**config.mk**
```make
export PLATFORM = sky130hd
export DESIGN_NAME = fifo_flag_gen
export DESIGN_NICKNAME = d
export VERILOG_FILES = /design/src/rtl/fifo_flag_pkg.sv /design/src/rtl/flag_conds.sv /design/src/rtl/setclr_flag.sv /design/src/rtl/flag_select.sv /design/src/rtl/fifo_flag_gen.sv
export SDC_FILE = /design/constraint.sdc
export NUM_CORES = 1
export LEC_CHECK = 0
export ABC_AREA = 1
export BUFFER_PORTS_ARGS = -buffer_cell sky130_fd_sc_hd__buf_4
export CORE_MARGIN = 4
export CORE_UTILIZATION = 46
export DETAILED_ROUTE_END_ITERATION = 12
export PLACE_DENSITY_LB_ADDON = 0.12
export SLEW_MARGIN = 30
export SYNTH_ARGS = -nofsm -noshare
export SYNTH_HDL_FRONTEND = slang
export SYNTH_HIERARCHICAL = 1
export SYNTH_SLANG_ARGS = --single-unit
```
**constraint.sdc**
```tcl
create_clock -name clk -period 1.48 [get_ports clk]
set_input_delay 0.074 -clock clk [delete_from_list [all_inputs] [get_ports clk]]
set_output_delay 0.074 -clock clk [all_outputs]
set_load 0.005 [all_outputs]
```
**src/rtl/fifo_flag_pkg.sv**
```systemverilog
package fifo_flag_pkg;
  localparam int NUM_FLAGS = 6;
  localparam int SEL_W     = 3;

  typedef enum logic [SEL_W-1:0] {
    SEL_RX_LEVEL = 3'd0,
    SEL_RX_PKT   = 3'd1,
    SEL_TX_LEVEL = 3'd2,
    SEL_TX_FULL  = 3'd3,
    SEL_RX_OVF   = 3'd4,
    SEL_TX_UDF   = 3'd5,
    SEL_LOW_A    = 3'd6,
    SEL_LOW_B    = 3'd7
  } flag_sel_e;

  // One bit per flag: 1 means clear has priority over set.
  localparam logic [NUM_FLAGS-1:0] CLEAR_FIRST = 6'b11_0000;
endpackage

```
**src/rtl/flag_conds.sv**
```systemverilog
module flag_conds
  import fifo_flag_pkg::*;
#(
  parameter int DEPTH = 64,
  localparam int LVL_W = $clog2(DEPTH + 1),
  localparam int THR_W = $clog2(DEPTH)
) (
  input  logic [LVL_W-1:0]     rx_level,
  input  logic [LVL_W-1:0]     tx_level,
  input  logic [THR_W-1:0]     rx_thresh,
  input  logic [THR_W-1:0]     tx_thresh,
  input  logic                 eop_strobe,
  input  logic                 rx_ovf_evt,
  input  logic                 tx_udf_evt,
  input  logic                 rx_flush,
  input  logic                 tx_flush,
  output logic [NUM_FLAGS-1:0] set_vec,
  output logic [NUM_FLAGS-1:0] clr_vec
);
  localparam logic [LVL_W-1:0] FULL_LVL = LVL_W'(DEPTH);

  logic rx_at_thr, tx_at_thr, rx_empty, tx_full;

  always_comb begin
    rx_at_thr = rx_level >= LVL_W'(rx_thresh);
    tx_at_thr = tx_level >= LVL_W'(tx_thresh);
    rx_empty  = rx_level == '0;
    tx_full   = tx_level >= FULL_LVL;

    set_vec[SEL_RX_LEVEL] = rx_at_thr;
    clr_vec[SEL_RX_LEVEL] = !rx_at_thr;

    set_vec[SEL_RX_PKT]   = rx_at_thr || eop_strobe;
    clr_vec[SEL_RX_PKT]   = rx_empty;

    set_vec[SEL_TX_LEVEL] = tx_at_thr;
    clr_vec[SEL_TX_LEVEL] = !tx_at_thr;

    set_vec[SEL_TX_FULL]  = tx_full;
    clr_vec[SEL_TX_FULL]  = !tx_at_thr;

    set_vec[SEL_RX_OVF]   = rx_ovf_evt;
    clr_vec[SEL_RX_OVF]   = rx_flush;

    set_vec[SEL_TX_UDF]   = tx_udf_evt;
    clr_vec[SEL_TX_UDF]   = tx_flush;
  end
endmodule

```
**src/rtl/setclr_flag.sv**
```systemverilog
module setclr_flag #(
  parameter bit CLR_PRIO = 1'b0
) (
  input  logic clk,
  input  logic rst,
  input  logic set_i,
  input  logic clr_i,
  output logic flag_o
);
  always_ff @(posedge clk) begin
    if (rst) begin
      flag_o <= 1'b0;
    end else if (CLR_PRIO) begin
      if (clr_i)      flag_o <= 1'b0;
      else if (set_i) flag_o <= 1'b1;
    end else begin
      if (set_i)      flag_o <= 1'b1;
      else if (clr_i) flag_o <= 1'b0;
    end
  end
endmodule

```
**src/rtl/flag_select.sv**
```systemverilog
module flag_select
  import fifo_flag_pkg::*;
(
  input  logic                 clk,
  input  logic                 rst,
  input  logic [NUM_FLAGS-1:0] flags_i,
  input  logic [SEL_W-1:0]     sel_i,
  input  logic                 inv_i,
  output logic                 out_o
);
  localparam int SLOTS = 2 ** SEL_W;

  logic [SLOTS-1:0] slot_vec;
  logic             picked;

  always_comb begin
    slot_vec = SLOTS'(flags_i);
    picked   = slot_vec[sel_i];
  end

  always_ff @(posedge clk) begin
    if (rst) out_o <= 1'b0;
    else     out_o <= picked ^ inv_i;
  end
endmodule

```
**src/rtl/fifo_flag_gen.sv**
```systemverilog
module fifo_flag_gen
  import fifo_flag_pkg::*;
#(
  parameter int DEPTH = 64,
  localparam int LVL_W = $clog2(DEPTH + 1),
  localparam int THR_W = $clog2(DEPTH)
) (
  input  logic             clk,
  input  logic             rst,
  input  logic [LVL_W-1:0] rx_level,
  input  logic [LVL_W-1:0] tx_level,
  input  logic [THR_W-1:0] rx_thresh,
  input  logic [THR_W-1:0] tx_thresh,
  input  logic             eop_strobe,
  input  logic             rx_ovf_evt,
  input  logic             tx_udf_evt,
  input  logic             rx_flush,
  input  logic             tx_flush,
  input  logic [2:0]       mode_sel,
  input  logic             invert,
  output logic             status_out
);
  logic [NUM_FLAGS-1:0] set_vec, clr_vec, flag_q;

  flag_conds #(.DEPTH(DEPTH)) u_conds (
    .rx_level   (rx_level),
    .tx_level   (tx_level),
    .rx_thresh  (rx_thresh),
    .tx_thresh  (tx_thresh),
    .eop_strobe (eop_strobe),
    .rx_ovf_evt (rx_ovf_evt),
    .tx_udf_evt (tx_udf_evt),
    .rx_flush   (rx_flush),
    .tx_flush   (tx_flush),
    .set_vec    (set_vec),
    .clr_vec    (clr_vec)
  );

  for (genvar g = 0; g < NUM_FLAGS; g++) begin : g_flag
    setclr_flag #(.CLR_PRIO(CLEAR_FIRST[g])) u_cell (
      .clk    (clk),
      .rst    (rst),
      .set_i  (set_vec[g]),
      .clr_i  (clr_vec[g]),
      .flag_o (flag_q[g])
    );
  end

  flag_select u_sel (
    .clk     (clk),
    .rst     (rst),
    .flags_i (flag_q),
    .sel_i   (mode_sel),
    .inv_i   (invert),
    .out_o   (status_out)
  );
endmodule

```
* Yosys cells after proc, flatten, opt, wreduce, memory -nomap -nowiden
Index checks and enable logic that the tools add are counted.
** Word-level totals
- Logic and storage cells :: 26
- Register bits :: 7
- Input bits :: 37
** Cells by class
- Bitwise gates (word level) :: 1
- Magnitude comparators :: 4
- Multiplexer cells :: 8
- Reduce and logical (&&, ||, !) cells :: 5
- Equal/unequal tests :: 1
** Operators with widths (count)
- >= comparator 7 x 6 -> 1 bit :: 2
- >= comparator 7 bit, second input constant :: 1
- logical NOT 7 bit :: 1
- two-way mux 1 bit :: 7
- < comparator 3 x 4 -> 1 bit, second input constant :: 1
- OR reduction 2 bit :: 2
- binary-select mux 1 bit (select 3 bit) :: 1
- inequality test 2 x 1 -> 1 bit, second input constant :: 1
- nonzero test 2 bit :: 1
- logical OR 1 bit :: 1
- bitwise XOR 1 bit :: 1

* Depth between registers and ports, before layout
Gate-level depths: netlist (run 1).
- Word-level depth :: 3
- Gate-level depth with buffers :: 12

* Hierarchy
The synthesis (run 1) kept the hierarchy.
** Modules (own cells, without submodules)
- flag_conds :: area each 459.2 µm², seq. area each 0.0 µm², times used 1, cells each 77
- setclr_flag at g_flag[0].u_cell ... :: area each 40.0 µm², seq. area each 20.0 µm², times used 4, cells each 5
- flag_select :: area each 120.1 µm², seq. area each 20.0 µm², times used 1, cells each 26
- setclr_flag at g_flag[4].u_cell ... :: area each 38.8 µm², seq. area each 20.0 µm², times used 2, cells each 6

* Worst setup path before layout (run 1)
Ideal clock, no wire load.
- Path type :: input to register
- From :: input tx_thresh[5]
- To :: register g_flag[3].u_cell.flag_o
- Arrival :: 1.045 ns
- Buffers on the path :: 1
- Slack :: 0.321 ns
- Library setup time :: 0.114 ns
- Stages on the path :: 11
- Required time :: 1.366 ns
- Cells stage by stage :: inv_1 > ha_1 > nand2_1 > inv_2 > a21oi_2 > nand2_1 > nor2_1 > buf_4 > inv_1 > nand2_1 > a21oi_2
** On the way
- Cells in the longest elaborated chain, start to end :: 2
** RTL lines
- start: declaration :: line fifo_flag_gen.sv:13 : input logic [THR_W-1:0] tx_thresh,
- >= comparator 7 x 6 -> 1 bit :: line flag_conds.sv:26 : tx_at_thr = tx_level >= LVL_W'(tx_thresh);
- inequality test 2 x 1 -> 1 bit (no source line)
- end signal: assignment :: line setclr_flag.sv:12 : flag_o <= 1'b0;
- end signal: assignment :: line setclr_flag.sv:14 : if (clr_i) flag_o <= 1'b0;
- end signal: assignment :: line setclr_flag.sv:15 : else if (set_i) flag_o <= 1'b1;
- end: declaration :: line setclr_flag.sv:8 : output logic flag_o
No other way between the ends.
A chain may end at the register's enable or synchronous reset.

* Worst setup path in the final report (run 1)
- From :: input tx_level[5]
- To :: register g_flag[2].u_cell.flag_o
** On the way
- Cells in the longest elaborated chain, start to end :: 2
** RTL lines
- start: declaration :: line fifo_flag_gen.sv:11 : input logic [LVL_W-1:0] tx_level,
- >= comparator 7 x 6 -> 1 bit :: line flag_conds.sv:26
- two-way mux 1 bit :: line setclr_flag.sv:17 : if (set_i) flag_o <= 1'b1;
- end signal: assignment :: line setclr_flag.sv:15
- end signal: assignment :: line setclr_flag.sv:17
- end signal: assignment :: line setclr_flag.sv:18 : else if (clr_i) flag_o <= 1'b0;
- end: declaration :: line setclr_flag.sv:8
No other way between the ends.

==> flow_metrics.tcl, run 1 <==
set metrics [dict create \
    dr_total_vias 817 \
    crit_chain "buf_4, ha_1, nand2_1, inv_2, a21oi_2, nand2_1, nor2_1, inv_1, nand2_1, a21oi_2" \
    die-width_um 50.1 \
    drv_slew 0 \
    root_buffer "clkbuf_4" \
    grt_pass1_vias 771 \
    dr.pass1.iters 4 \
    critical-path-max-stage-delay_ns 0.30 \
    worstSetupPathType "input pin to register" \
    cts_sinks 7 \
    cts_tree "yes" \
    clkLatencyLatePin_ns 0.25 \
    die_area_um2 2510 \
    h-tree-depth 1 \
    gr-total-overflow 0 \
    critPathMostFrequentCell "nand2_1" \
    area_growth_pct 32.2 \
    finalSetupViolCount 0 \
    ys_ff_latch 7 \
    worstPathMaxFanout 3 \
    hp-class "input pin to register" \
    end_kind "register" \
    antenna_cells 0 \
    grt_max_degree 8 \
    place.gp.congestion 0.766 \
    drv_cap 0 \
    tightest_slew_ns 0.256 \
    io_buffers 37 \
    fin_crit_ns 0.989 \
    yosysWarnings 6 \
    cts_inserted_buffers 3 \
    hold_ws_ns 0.0375 \
    p_leak_nw 0.693 \
    cts.path.max_buffers 2 \
    ant_nets 0 \
    die_y_um 50.1 \
    drt_iter0_markers 3 \
    yosysUniqueCellTypes 16 \
    post-dp-hpwl_um 1400 \
    wl_per_cell_um 8.10 \
    hold_viol 0 \
    path_delay_family "simple AND/OR/NAND/NOR gates" \
    synth_area_um2 817 \
    crit_buf_inv 3 \
    rsz0062_at_grt "false" \
    synthTopCellsByArea "ha_1 (18%), dfxtp_1 (17%), inv_1 (17%)" \
    cts.clk_slew.worst_paths_ns 0.05 \
    slew-limit-headroom 0.828 \
    route.detailed.drc 0 \
    period_share 0.668 \
    seq_area_frac_synth 0.172 \
    grt_pass1_wl_um 2730 \
    syn_nets 184 \
    powerDensity_nw_per_um2 560 \
    synth_top_area_cell "ha_1" \
    synth_top_cell_area_share 0.184 \
    slowest_stage "ha_1" \
    track_usage 0.134 \
    required_ns 1.63 \
    syn_avg_cell_area_um2 6.05 \
    status "finished clean" \
    cts-resized-gates 0 \
    syn-instance-count 135 \
    row_count 14 \
    nets 216 \
    wirelength_um 1540 \
    cts_setup_buffers 0 \
    max_freq_mhz 1010 \
    start_kind "input pin" \
    n_fill_cell 145 \
    antenna_found_initial 0 \
    drive_above_1_share 0.313 \
    cts_hold_buf 0 \
    fin_total_pwr_w 0.000605 \
    initial_core_util 0.513 \
    io_pins 38 \
    arrival_ns 1.13 \
    skew_ns 0.000318 \
    vias_per_cell 4.30 \
    peakVddDrop_mv 0.240 \
    fin_tns_setup_ns 0 \
    core_um2 1590 \
]
==> sequential cells by signal (all words and copies together) (netlist names) <==
name	count
u_sel/out_o	1
g_flag.u_cell/flag_o	6
==> placed cells by master (no fill, tap or decap), types with 3 or more instances in the layout <==
| cell | Yosys | final |
|---|---|---|
| nand2_1 | 29 | 29 |
| clkbuf_4 | 0 | 3 |
| buf_4 | 9 | 37 |
| ha_1 | 12 | 12 |
| dfxtp_1 | 7 | 7 |
| a21oi_2 | 5 | 5 |
| nand3_1 | 9 | 9 |
| a21oi_1 | 3 | 3 |
| inv_2 | 5 | 5 |
| inv_1 | 37 | 37 |
| nor2_1 | 13 | 13 |
==> cell usage after synthesis <==
master     n
nand4_1    1
ha_1      12
nor2_1    13
inv_1     37
o21ai_0    1
buf_4      9
nor3b_2    1
a21oi_2    5
a21oi_1    3
nor4_1     1
dfxtp_1    7
clkbuf_1   1
nand2_1   29
nand2_2    1
inv_2      5
nand3_1    9
==> stage by stage <==
| stage | worst slack [ns] | util | cell area, um2 | cells |
|---|---|---|---|---|
| floorplan | 0.321 | - | 817 | 135 |
| global placement | 0.271 | 0.661 | 1050 | 186 |
| detailed placement | 0.232 | 0.661 | 1050 | 186 |
| CTS | 0.492 | 0.677 | 1080 | 190 |
| global route | 0.356 | 0.677 | 1080 | 190 |
| finish | 0.491 | 0.677 | 1080 | 190 |
==> layer usage <==
metal / global-route usage / share of wire
met5: 0 / 0
met4: 0.0876 / 0.0097
met3: 0.0266 / 0.083
met2: 0.228 / 0.50
met1: 0.152 / 0.41
==> power breakdown <==
group,internal (W),switching (W)
clock,0.000103,0.0000701
sequential,0.000203,0.00000612
combinational,0.000122,0.000101
total,0.000428,0.000177
==> tightest hold or removal path, cell delays in order <==
cell     delay [ns]
buf_4          0.08
inv_2          0.02
nand2_1        0.04
nor2_1         0.03
==> worst paths after layout <==
kind                           start                 endpoint  cells after the start  slack, ns
max                      tx_level[5]  g_flag[2].u_cell/flag_o                     10       0.49
min                         tx_flush  g_flag[5].u_cell/flag_o                      4       0.04
max reg2reg  g_flag[3].u_cell/flag_o              u_sel/out_o                      7       0.58
min reg2reg  g_flag[0].u_cell/flag_o  g_flag[0].u_cell/flag_o                      2       0.46
==> area by class of cell <==
cell class	instances	area [um2]	area share
Tap cell	24	30.0	0.0278
Timing Repair Buffer	37	278	0.257
Clock buffer	4	26.3	0.0243
Inverter	42	158	0.146
Multi-Input combinational cell	76	448	0.415
Sequential cell	7	140	0.130
==> logic make-up after synthesis <==
family,count (synthesis),share of synthesized area
adders and majority gates,12,0.184
AOI/OAI and AO/OA,9,0.0781
and+or+nand+nor,55,0.286
DFF,7,0.172
buffers and inverters,52,0.280
(Power assumes the default switching activity.)
==> inputs of run 2 (changes only) <==
- CORE_UTILIZATION: 46 -> 41
- clock period: 1.48 -> 0.8 ns (I/O delays scaled with it)
==> flow_metrics.tcl, run 2 (same netlist as run 1, synthesis figures left out) <==
set metrics [dict create \
    drive_above_1_share 0.537 \
    vias_per_cell 4.29 \
    hold_viol 0 \
    p_leak_nw 0.757 \
    route.detailed.drc 0 \
    largest_register "g_flag.u_cell/flag_o" \
    final_common_cell "buf_4" \
    post-place-cells 195 \
    cts_tree "yes" \
    period_share 1.12 \
    switchingPower_w 0.000394 \
    wirelength_um 1740 \
    drv_cap 0 \
    grt_max_degree 8 \
    layout_common_cells "buf_4 (36), inv_1 (26), nand2_1 (24)" \
    clkLatencyLatePin_ns 0.24 \
    cts_sinks 7 \
    switching_share 0.301 \
    fin_crit_ns 0.893 \
    slew-limit-headroom 0.831 \
    initial_core_util 0.453 \
    drv_slew 0 \
    max_freq_mhz 1120 \
    peakVddDrop_mv 0.453 \
    required_ns 0.94 \
    antenna_found_initial 0 \
    worstPathMaxFanout 2 \
    h-tree-depth 1 \
    postPlaceCellArea_um2 1250 \
    root_buffer "clkbuf_4" \
    power_frac_seq 0.298 \
    wl_per_cell_um 8.71 \
    powerDensity_nw_per_um2 950 \
    die-width_um 52.6 \
    hold_ws_ns 0.00885 \
    violations "setup timing" \
    dr_total_vias 858 \
    instances_no_fill 200 \
    tightest_slew_ns 0.252 \
    combPwrFrac 0.464 \
    cts.path.max_buffers 2 \
    antenna_cells 0 \
    finalSetupViolCount 4 \
    hp-class "input pin to register" \
    gr-total-overflow 0 \
    dr.pass1.iters 4 \
    cts_inserted_buffers 3 \
    grt.met3_usage 0.0199 \
    io_buffers 37 \
    use_met1 0.140 \
    worstSetupPathType "register to register" \
    rsz0062_at_grt "true" \
    clkPwrFrac 0.238 \
    cts_hold_buf 0 \
    row_count 15 \
    die_area_um2 2770 \
    status "finished with violations" \
    core_um2 1800 \
    grt.busiest_layer "met2" \
    end_kind "register" \
    cts.clk_slew.worst_paths_ns 0.05 \
    area_growth_pct 68.3 \
    post-dp-hpwl_um 1500 \
    use_met2 0.267 \
    grt_pass1_wl_um 2870 \
    p_int_w 0.000913 \
    track_usage 0.134 \
    setup_ws_ns -0.0929 \
    top_regs "g_flag.u_cell/flag_o x6, u_sel/out_o x1" \
    largest_reg_flops 6 \
    start_kind "register" \
    grt_pass1_vias 794 \
    io_pins 38 \
    nets 225 \
    die_y_um 52.6 \
    place.gp.congestion 0.764 \
    ant_nets 0 \
    final_area_um2 1380 \
    drt_iter0_markers 6 \
    arrival_ns 1.03 \
    skew_ns 0.000613 \
]
==> run 2: cell types whose count changed in the layout (fill, tap and decap cells not counted), sizes merged <==
cell / delta
buf: +9
==> run 2: path summary, 6_finish.rpt <==
| check | cells after the start | endpoint | from | slack (ns) |
|---|---|---|---|---|
| min | 2 | g_flag[1].u_cell/flag_o | rst | 0.009 |
| max reg2reg | 7 | u_sel/out_o | g_flag[3].u_cell/flag_o | -0.09 |
| max | 7 | u_sel/out_o | g_flag[3].u_cell/flag_o | -0.09 |
| min reg2reg | 2 | g_flag[5].u_cell/flag_o | g_flag[5].u_cell/flag_o | 0.48 |
==> run 2: per-stage QoR <==
stage	total power (W)	worst slack, ns	setup TNS [ns]	utilization
finish	0.00131	-0.0929	-0.195	0.763
detailed placement	0.000936	-0.395	-1.49	0.693
global route	0.00141	-0.187	-0.537	0.763
floorplan	0.000712	-0.213	-0.608	-
global placement	0.000917	-0.356	-1.36	0.693
CTS	0.00131	-0.0544	-0.157	0.749
==> run 2: area by class of cell <==
cell class	instances	area (um2)
inverter	42	195
clock buffer	4	26.3
tap	25	31.3
fill	139	427
sequential	7	145
multi-input combinational	76	587
timing repair buffer	46	390
==> run 2: what timing repair did <==
item                                    in CTS  in global routing
resized for setup                           20                  8
gates cloned                                 0                  0
endpoints found under the hold margin        0                  0
setup buffers                                1                  0
endpoints found under the setup margin       5                  5
pin swaps                                   19                 12
==> run 2: power groups by stage <==
stage	Sequential [W]	Combinational, W	Clock [W]
after floorplan	0.000392	0.000320	0
after global placement	0.000393	0.000524	0
after detailed placement	0.000393	0.000543	0
after CTS	0.000389	0.000592	0.000323
after global routing	0.000392	0.000688	0.000328
final	0.000389	0.000606	0.000311
==> run 2: critical path: stages, from the launching register on <==
cell,delay [ns]
dfxtp_2,0.32
inv_1,0.03
nand2_1,0.04
nand3_1,0.06
nand2_1,0.07
nand2_2,0.06
a21oi_2,0.13
nor2_1,0.06
==> run 2: layer usage <==
metal  up-vias  wire, um
met3         0       137
met1       358       686
met4         0         0
met2        26       918
li1        474         -
met5         -         0
